$ cat src/rtl/jtag_sel_pkg.sv
package jtag_sel_pkg;

  // one JTAG input triple as seen by the TAP
  typedef struct packed {
    logic tck;
    logic tms;
    logic tdi;
  } jtag_in_t;

  // shared port bit roles
  localparam int PBIT_TDI = 0;
  localparam int PBIT_TMS = 1;
  localparam int PBIT_TCK = 2;
  localparam int PBIT_TDO = 3;
  localparam int PORT_BITS = 4;

  // idle value presented for an unselected group
  localparam jtag_in_t JTAG_PARK = '{tck: 1'b0, tms: 1'b1, tdi: 1'b0};

  localparam int GRP_DBG = 0;
  localparam int GRP_APP = 1;
  localparam int N_GRP   = 2;

endpackage

$ cat src/rtl/jtag_sync.sv
module jtag_sync #(
  parameter int W      = 8,
  parameter int STAGES = 2
) (
  input  logic         clk,
  input  logic         rst,
  input  logic [W-1:0] d,
  output logic [W-1:0] q
);

  logic [W-1:0] stage [STAGES];

  genvar i;
  generate
    for (i = 0; i < STAGES; i++) begin : g_stage
      if (i == 0) begin : g_first
        always_ff @(posedge clk) begin
          if (rst) stage[0] <= '0;
          else     stage[0] <= d;
        end
      end else begin : g_next
        always_ff @(posedge clk) begin
          if (rst) stage[i] <= '0;
          else     stage[i] <= stage[i-1];
        end
      end
    end
  endgenerate

  assign q = stage[STAGES-1];

endmodule

$ cat src/rtl/jtag_pin_gate.sv
module jtag_pin_gate
  import jtag_sel_pkg::*;
(
  input  logic     en,
  input  jtag_in_t pins,
  output jtag_in_t to_tap
);

  always_comb begin
    if (en) to_tap = pins;
    else    to_tap = JTAG_PARK;
  end

endmodule

$ cat src/rtl/jtag_sel_ctrl.sv
module jtag_sel_ctrl #(
  parameter int              ADDR_W   = 4,
  parameter int              DATA_W   = 8,
  parameter logic [ADDR_W-1:0] CR_ADDR = 4'h2,
  parameter int              FLAG_BIT = 0
) (
  input  logic              clk,
  input  logic              rst,
  input  logic              test_s,
  input  logic              ntrst_s,
  input  logic              tck_now,
  input  logic              cr_we,
  input  logic [ADDR_W-1:0] cr_addr,
  input  logic [DATA_W-1:0] cr_wdata,
  input  logic              rom_we,
  input  logic              rom_flag,
  input  logic              sw_cfg_we,
  output logic              flag_q,
  output logic              sel_q,
  output logic              special_q,
  output logic [DATA_W-1:0] rdata_q
);

  logic addr_hit;
  logic want_app;
  logic arm_cond;
  logic arm_cond_q;
  logic arm_rise;
  logic unused_wdata;

  assign addr_hit     = (cr_addr == CR_ADDR);
  assign want_app     = test_s & ~ntrst_s & flag_q;
  assign arm_cond     = test_s & flag_q;
  assign arm_rise     = arm_cond & ~arm_cond_q;
  assign unused_wdata = ^cr_wdata;

  // control flag: ROM write has priority over the register port
  always_ff @(posedge clk) begin
    if (rst)                     flag_q <= 1'b0;
    else if (rom_we)             flag_q <= rom_flag;
    else if (cr_we && addr_hit)  flag_q <= cr_wdata[FLAG_BIT];
  end

  // selection only moves while the forwarded clock is low
  always_ff @(posedge clk) begin
    if (rst)           sel_q <= 1'b0;
    else if (!tck_now) sel_q <= want_app;
  end

  // special output mode on TDO bit: entry beats software clear
  always_ff @(posedge clk) begin
    if (rst) begin
      arm_cond_q <= 1'b0;
      special_q  <= 1'b0;
    end else begin
      arm_cond_q <= arm_cond;
      if (arm_rise)       special_q <= 1'b1;
      else if (sw_cfg_we) special_q <= 1'b0;
    end
  end

  always_ff @(posedge clk) begin
    if (rst) rdata_q <= '0;
    else begin
      rdata_q <= '0;
      if (addr_hit) rdata_q[FLAG_BIT] <= flag_q;
    end
  end

  a_r1_flag_cleared: assert property (@(posedge clk) rst |=> !flag_q);

  a_r3_switch_tck_low: assert property (@(posedge clk) disable iff (rst)
    (sel_q != $past(sel_q)) |-> !$past(tck_now));

  a_r2_app_needs_all: assert property (@(posedge clk) disable iff (rst)
    $rose(sel_q) |-> $past(flag_q && test_s && !ntrst_s));

  a_r8_rom_priority: assert property (@(posedge clk) disable iff (rst)
    rom_we |=> (flag_q == $past(rom_flag)));

  a_r7_special_holds: assert property (@(posedge clk) disable iff (rst)
    (special_q && !sw_cfg_we) |=> special_q);

endmodule

$ cat src/rtl/jtag_dual_sel.sv
module jtag_dual_sel
  import jtag_sel_pkg::*;
#(
  parameter int                ADDR_W      = 4,
  parameter int                DATA_W      = 8,
  parameter logic [ADDR_W-1:0] CR_ADDR     = 4'h2,
  parameter int                FLAG_BIT    = 0,
  parameter int                SYNC_STAGES = 2
) (
  input  logic              clk,
  input  logic              rst,
  input  logic              test_sel_pin,
  input  logic              ntrst_pin,
  input  logic              dbg_tck,
  input  logic              dbg_tms,
  input  logic              dbg_tdi,
  output logic              dbg_tdo,
  output logic              dbg_tdo_oe,
  input  logic [2:0]        port_in,
  output logic [3:0]        port_out,
  output logic [3:0]        port_oe,
  input  logic [3:0]        sw_port_out,
  input  logic [3:0]        sw_port_oe,
  input  logic              sw_cfg_we,
  input  logic              cr_we,
  input  logic [ADDR_W-1:0] cr_addr,
  input  logic [DATA_W-1:0] cr_wdata,
  output logic [DATA_W-1:0] cr_rdata,
  input  logic              rom_we,
  input  logic              rom_flag,
  output logic              tap_tck,
  output logic              tap_tms,
  output logic              tap_tdi,
  output logic              tap_ntrst,
  input  logic              tap_tdo,
  input  logic              tap_tdo_en
);

  localparam int SYNC_W = 8;

  logic [SYNC_W-1:0] raw_pins;
  logic [SYNC_W-1:0] syn_pins;
  logic              test_s;
  logic              ntrst_s;
  logic              flag_q;
  logic              sel_q;
  logic              special_q;
  jtag_in_t          grp_pins [N_GRP];
  jtag_in_t          grp_tap  [N_GRP];
  logic [N_GRP-1:0]  grp_en;

  assign raw_pins = {test_sel_pin, ntrst_pin, dbg_tck, dbg_tms, dbg_tdi,
                     port_in[PBIT_TCK], port_in[PBIT_TMS], port_in[PBIT_TDI]};

  jtag_sync #(.W(SYNC_W), .STAGES(SYNC_STAGES)) u_sync (
    .clk (clk),
    .rst (rst),
    .d   (raw_pins),
    .q   (syn_pins)
  );

  assign test_s  = syn_pins[7];
  assign ntrst_s = syn_pins[6];
  assign grp_pins[GRP_DBG] = '{tck: syn_pins[5], tms: syn_pins[4], tdi: syn_pins[3]};
  assign grp_pins[GRP_APP] = '{tck: syn_pins[2], tms: syn_pins[1], tdi: syn_pins[0]};
  assign grp_en[GRP_DBG]   = ~sel_q;
  assign grp_en[GRP_APP]   = sel_q;

  jtag_sel_ctrl #(
    .ADDR_W(ADDR_W), .DATA_W(DATA_W), .CR_ADDR(CR_ADDR), .FLAG_BIT(FLAG_BIT)
  ) u_ctrl (
    .clk       (clk),
    .rst       (rst),
    .test_s    (test_s),
    .ntrst_s   (ntrst_s),
    .tck_now   (tap_tck),
    .cr_we     (cr_we),
    .cr_addr   (cr_addr),
    .cr_wdata  (cr_wdata),
    .rom_we    (rom_we),
    .rom_flag  (rom_flag),
    .sw_cfg_we (sw_cfg_we),
    .flag_q    (flag_q),
    .sel_q     (sel_q),
    .special_q (special_q),
    .rdata_q   (cr_rdata)
  );

  genvar g;
  generate
    for (g = 0; g < N_GRP; g++) begin : g_gate
      jtag_pin_gate u_gate (
        .en     (grp_en[g]),
        .pins   (grp_pins[g]),
        .to_tap (grp_tap[g])
      );
    end
  endgenerate

  // TAP side: parked group contributes tck=0, tms=1, tdi=0
  always_ff @(posedge clk) begin
    if (rst) begin
      tap_tck   <= 1'b0;
      tap_tms   <= 1'b1;
      tap_tdi   <= 1'b0;
      tap_ntrst <= 1'b0;
    end else begin
      tap_tck   <= grp_tap[GRP_DBG].tck | grp_tap[GRP_APP].tck;
      tap_tms   <= grp_tap[GRP_DBG].tms & grp_tap[GRP_APP].tms;
      tap_tdi   <= grp_tap[GRP_DBG].tdi | grp_tap[GRP_APP].tdi;
      tap_ntrst <= sel_q ? 1'b1 : ntrst_s;
    end
  end

  always_ff @(posedge clk) begin
    if (rst) begin
      dbg_tdo    <= 1'b0;
      dbg_tdo_oe <= 1'b0;
    end else begin
      dbg_tdo    <= tap_tdo;
      dbg_tdo_oe <= ~sel_q & tap_tdo_en;
    end
  end

  // shared input bits: inputs to the TAP when selected, software otherwise
  genvar b;
  generate
    for (b = 0; b < PORT_BITS; b++) begin : g_port
      if (b == PBIT_TDO) begin : g_tdo
        always_ff @(posedge clk) begin
          if (rst) begin
            port_oe[b]  <= 1'b0;
            port_out[b] <= 1'b0;
          end else if (special_q) begin
            port_oe[b]  <= 1'b1;
            port_out[b] <= tap_tdo;
          end else if (sel_q) begin
            port_oe[b]  <= tap_tdo_en;
            port_out[b] <= tap_tdo;
          end else begin
            port_oe[b]  <= sw_port_oe[b];
            port_out[b] <= sw_port_out[b];
          end
        end
      end else begin : g_in
        always_ff @(posedge clk) begin
          if (rst) begin
            port_oe[b]  <= 1'b0;
            port_out[b] <= 1'b0;
          end else if (sel_q) begin
            port_oe[b]  <= 1'b0;
            port_out[b] <= 1'b0;
          end else begin
            port_oe[b]  <= sw_port_oe[b];
            port_out[b] <= sw_port_out[b];
          end
        end
      end
    end
  endgenerate

  a_r1_tdo_tristate: assert property (@(posedge clk)
    rst |=> (port_oe == 4'b0000 && !dbg_tdo_oe));

  a_r6_one_tdo_source: assert property (@(posedge clk) disable iff (rst)
    dbg_tdo_oe |-> (port_oe[2:0] == $past(sw_port_oe[2:0])));

  a_r11_ntrst_released: assert property (@(posedge clk) disable iff (rst)
    $past(sel_q) |-> tap_ntrst);

endmodule

$ cat config.mk
export PLATFORM = sky130hd
export DESIGN_NAME = jtag_dual_sel
export DESIGN_NICKNAME = d
export VERILOG_FILES = /design/src/rtl/jtag_sel_pkg.sv /design/src/rtl/jtag_sync.sv /design/src/rtl/jtag_pin_gate.sv /design/src/rtl/jtag_sel_ctrl.sv /design/src/rtl/jtag_dual_sel.sv
export SDC_FILE = /design/constraint.sdc
export NUM_CORES = 1
export LEC_CHECK = 0
export BUFFER_PORTS_ARGS = -buffer_cell sky130_fd_sc_hd__buf_2
export CAP_MARGIN = 30
export CORE_AREA = 2 2 61 63
export CTS_CLUSTER_SIZE = 24
export DETAILED_ROUTE_END_ITERATION = 10
export DIE_AREA = 0 0 63 65
export PLACE_DENSITY = 0.66
export REMOVE_ABC_BUFFERS = 1
export SETUP_SLACK_MARGIN = 0.3
export SYNTH_ARGS = -nofsm -noshare
export SYNTH_HDL_FRONTEND = slang
export SYNTH_SLANG_ARGS = --single-unit
$ cat constraint.sdc
create_clock -name clk -period 1.8 [get_ports clk]
set_input_delay 0.36 -clock clk [delete_from_list [all_inputs] [get_ports clk]]
set_output_delay 0.36 -clock clk [all_outputs]
set_load 0.01 [all_outputs]
=== Word level (Yosys, flattened, before mapping) ===
Memory sizes are Yosys's and may differ from the RTL's.
Index checks and enable logic that the tools add are counted.

* Bits in registers: 26
* Input bits: 36
* Output and inout bits: 22
* Bits in latches: 0
* Memory bits (writable): 16
* Memory bits (read-only): 0
* Memories: 1

{| class="wikitable"
|+ Memory list
! name !! words !! width !! read ports !! clocked after Yosys merged registers in !! write ports !! line !! text
|-
| u_sync.stage || 2 || 8 || 2 || 0 || 2 || jtag_sync.sv:11 || <nowiki>logic [W-1:0] stage [STAGES];</nowiki>
|}

* Add/subtract/negate cells: 0
* Reductions and logical operators: 5
* $mul: 0
* $lt $le $gt $ge: 0
* Shift-type cells: 0
* Bitwise operators: 14
* Divide/modulo/power cells: 0
* Multiplexer cells: 16
* Equal/unequal tests: 1

{| class="wikitable"
|+ Operators with widths
! cell !! count
|-
| 8-bit two-way mux || 2
|-
| 1-bit two-way mux || 12
|-
| 1-bit AND || 6
|-
| 3-bit two-way mux || 2
|-
| 4-bit by 2-bit equality test with 1-bit output (second input constant) || 1
|-
| 1-bit inverter || 4
|-
| 1-bit OR || 4
|-
| 2-bit nonzero test || 2
|-
| 2-bit OR reduction || 2
|-
| 1-bit logical AND || 1
|}

=== Longest topological paths before layout ===
* Word-level depth: 4
* Gate-level depth with buffers: 4

=== Hierarchy ===
From an unflattened synthesis, not the netlist that was laid out.

* Cell total of the unflattened synthesis: 105
* Area, all modules: 1,167.4 µm²

{| class="wikitable"
|+ Modules (own cells, without submodules)
! module !! area an instance (µm²) !! instances !! cells each
|-
| jtag_sync || 464.2 || 1 || 33
|-
| jtag_dual_sel || 410.4 || 1 || 38
|-
| jtag_sel_ctrl || 255.2 || 1 || 28
|-
| jtag_pin_gate || 18.8 || 2 || 3
|}

=== Least setup slack after synthesis ===
Ideal clock, no wire load.

* Path type: input to register
* Start point: input port cr_addr[3]
* End point: register u_ctrl.flag_q
* Data arrival time: 1.286 ns
* Data required time: 1.714 ns
* Buffers on the path: 0
* Slack: 0.428 ns
* Stages on the path: 3
* Cell sequence: or4b_4 -> o21ba_1 -> a221oi_2

* Cells in the longest elaborated chain, start to end: 3

{| class="wikitable"
|+ RTL lines
! what !! line !! text
|-
| start: declaration || jtag_dual_sel.sv:26 || <nowiki>input logic [ADDR_W-1:0] cr_addr,</nowiki>
|-
| 4-bit by 2-bit equality test with 1-bit output || jtag_sel_ctrl.sv:31 || <nowiki>assign addr_hit = (cr_addr == CR_ADDR);</nowiki>
|-
| 1-bit logical AND || jtag_sel_ctrl.sv:41 || <nowiki>else if (cr_we && addr_hit) flag_q <= cr_wdata[FLAG_BIT];</nowiki>
|-
| 2-bit nonzero test (no line) || - ||
|-
| end signal: assignment || jtag_sel_ctrl.sv:40 || <nowiki>else if (rom_we) flag_q <= rom_flag;</nowiki>
|-
| end signal: assignment || jtag_sel_ctrl.sv:41 ||
|-
| end: declaration || jtag_sel_ctrl.sv:18 || <nowiki>output logic flag_q,</nowiki>
|}

No other way between the ends.
A chain may end at the register's enable or synchronous reset.

=== Worst setup path after layout ===
* Start point: register tap_tck
* End point: output port tap_tck

{| class="wikitable"
|+ RTL lines
! what !! line !! text
|-
| start: declaration || jtag_dual_sel.sv:31 || <nowiki>output logic tap_tck,</nowiki>
|-
| start signal: assignment || jtag_dual_sel.sv:108 || <nowiki>tap_tck <= grp_tap[GRP_DBG].tck | grp_tap[GRP_APP].tck;</nowiki>
|}

No word-level cell between the ends.

==> flow_summary_export.csv <==
group,metric,value,unit
critical_path,ff2ff_setup_slack,0.72,ns
pwr,p_per_area,1046,nW/um^2
drt,antenna_left,0,
sta,fmaxAchievable,835.1,MHz
grt,antenna_found_initial,0,
floorplan,pin_count,58,
grt,grt_pass1_vias,700,
drt,vias,783,
grt,grt_pass1_wl,2.960,mm
critical_path,cp_max_fo,3,
clock_tree,clkLatencyLatePin,0.33,ns
layout,drive_above_1_share,35.81,%
floorplan,coreArea,3496,um^2
critical_path,rr_startpoint,"u_ctrl.sel_q$_SDFFE_PP0N_",
min_path,hold_start,"rom_we",
grt,overflow,0,
clock_tree,clkTransAtPathRegs,0.09,ns
yosys,synth_cells,102,
drt,drc,0,
placed_design,dp_cells,188,
pwr,ir_worst_vdd,0.3334,mV
grt,grt_usage,9.829,%
clock_tree,cts_made_buffers,5,
clock_tree,cts_buffer_depth,2,
clock_tree,ctsResizeCount,0,
min_path,holdCritPathClass,"in2reg",
critical_path,critPathKind,"reg2out",
yosys,seq_area_frac_synth,63.13,%
sta,setup_tns,0,ns
drt,drtPass1Iterations,4,
floorplan,die-area,4095,um^2
critical_path,cp-end-kind,"output port",
layout,top_regs,"u_sync.stage x16, port_oe x4, port_out x4",
yosys,synth.avg_cell_area,10.88,um^2
floorplan,start_util,31.75,%
sta,rsz0062_at_grt,"no",
sta,setup-violations-final,0,
layout,antenna_cells,0,
floorplan,rows,22,
sta,slew_viol_final,0,
critical_path,cp_top_family,"flip-flops",
clock_tree,cts_root_buf,"clkbuf_4",
pwr,leakagePower,0.6767,nW
critical_path,crit_path_start_kind,"register",
critical_path,critPathArrivalTime,0.84,ns
drt,drt_wl_total,1.755,mm
drt,wire_per_inst,8.954,um
yosys,netlist_area,1110,um^2
yosys,yosysWarnings,0,
sta,fin_skew,0.006338,ns
layout,fin_nets,183,
clock_tree,post_cts_buffers,0,
clock_tree,cts_sinks,35,
placed_design,gp_congestion,0.6731,
drt,drtIter0Drc,38,
grt,grt_max_degree,30,
sta,hold_viol_final,0,
clock_tree,cts_hold_buf,0,
yosys,synth_seq_cells,35,
clock_tree,h-tree-depth,2,
layout,instances_no_fill,196,
critical_path,critPathSlowestCell,"dfxtp_1",
critical_path,required,1.44,ns
placed_design,io_buffers,43,
clock_tree,cts_tree,"built",
flow_run,drv_cap,0,
drt,routed_via_density,3.995,
layout,area_growth,28.52,%
critical_path,cp_num_buf_inv,1,
layout,largest_register_ff_count,16,
layout,top_register,"u_sync.stage",
critical_path,max_stage_delay,0.37,ns
placed_design,dp_hpwl,1.277,mm
sta,min_period_over_period,66.53,%
critical_path,worstPathCellList,"buf_2",
sta,fin_crit,1.198,ns
floorplan,die_y,65,um
outcome,outcome,"complete, no violations",
critical_path,critPathLaunch,"tap_tck$_SDFF_PP0_",
yosys,ys_types,21,
floorplan,die_x,63,um
[synthesized netlist by cell type]
master | number | share of area, %
clkbuf_1 | 3 | 1.0
inv_1 | 3 | 1.0
nor3b_1 | 1 | 0.68
a211o_1 | 1 | 0.79
mux2i_1 | 2 | 1.8
nor2_1 | 8 | 2.7
a221oi_2 | 1 | 1.4
nand3b_1 | 1 | 0.68
a21oi_1 | 1 | 0.45
o32ai_1 | 1 | 0.79
nor2b_1 | 19 | 11
nand2_1 | 4 | 1.4
o21ba_1 | 1 | 0.90
a211oi_1 | 1 | 0.68
o21ai_0 | 3 | 1.4
and2_1 | 7 | 3.9
buf_4 | 7 | 4.7
buf_1 | 1 | 0.34
dfxtp_1 | 35 | 63
conb_1 | 1 | 0.34
or4b_4 | 1 | 1.2
[path summary, 6_finish.rpt]
check                                        to  cells past startpoint
setup / recovery                        tap_tck                      1
hold / removal       u_ctrl.flag_q$_SDFFE_PP0P_                      2
setup reg to reg          port_oe[3]$_SDFF_PP0_                      3
hold reg to reg   u_ctrl.special_q$_SDFFE_PP0P_                      1
[cell usage in the layout (no fill, tap or decap), drive strengths merged, types with 2 or more instances in the layout]
| cell type | synthesis | final |
|---|---|---|
| inv | 3 | 3 |
| and2 | 7 | 7 |
| o21ai | 3 | 3 |
| clkbuf | 3 | 6 |
| buf | 8 | 43 |
| conb | 1 | 7 |
| nor2 | 8 | 8 |
| dfxtp | 35 | 35 |
| nor2b | 19 | 19 |
| nand2 | 4 | 4 |
| mux2i | 2 | 2 |
[logic make-up (layout without fill, tap and decap cells)]
kind of cell	count (synthesis)	count (layout)	synth area share, %
compound gates	9	9	6.313
simple gates	41	41	21.31
mux	2	2	1.804
buf+inv	14	54	7.102
flops	35	35	63.13
other cells	1	7	0.3379
[layout make-up]
cell class	count	area [um^2]
fillers	351	2069
flip-flops and latches	35	700.7
clock inverters	2	35.03
repair buffers	43	215.2
multi-input cells	59	352.8
well taps	48	60.06
clock buffers	6	51.30
inverters	3	11.26
[stage by stage]
step	power, mW	cell area [um^2]	worst slack [ns]	utilization [%]	hold slack, ns
CTS	1.518	1426	0.5751	40.80	0.1973
detailed placement	0.9433	1340	0.2841	38.33	0.4195
floorplan	0.8843	1065	0.4276	-	0.4002
global route	1.579	1426	0.5320	40.80	0.1869
finish	1.492	1426	0.6025	40.80	0.2217
global placement	0.9385	1340	0.3170	38.33	0.4073
[where the power goes]
| group | leakage (nW) | internal [mW] | switching [mW] | total [mW] |
|---|---|---|---|---|
| registers | 0.289 | 0.809 | 0.00877 | 0.818 |
| clock network | 0.0482 | 0.328 | 0.241 | 0.569 |
| logic | 0.339 | 0.0552 | 0.0506 | 0.106 |
| total | 0.677 | 1.19 | 0.300 | 1.49 |
[metal layers]
metal / track usage (%) / vias up / part of all wire (%)
li1: - / 399 / -
met1: 9.827 / 338 / 40
met2: 15.29 / 39 / 47
met3: 6.424 / 7 / 12
met4: 5.833 / 0 / 1.6
met5: 0 / - / 0
[worst register-to-register path, cell delays in order, from the launching register on]
cell and delay, ns:
dfxtp_1 0.57, nor2b_1 0.10, a211oi_1 0.24, nor2_1 0.06
Note: power is estimated with default switching activity, not from simulation.
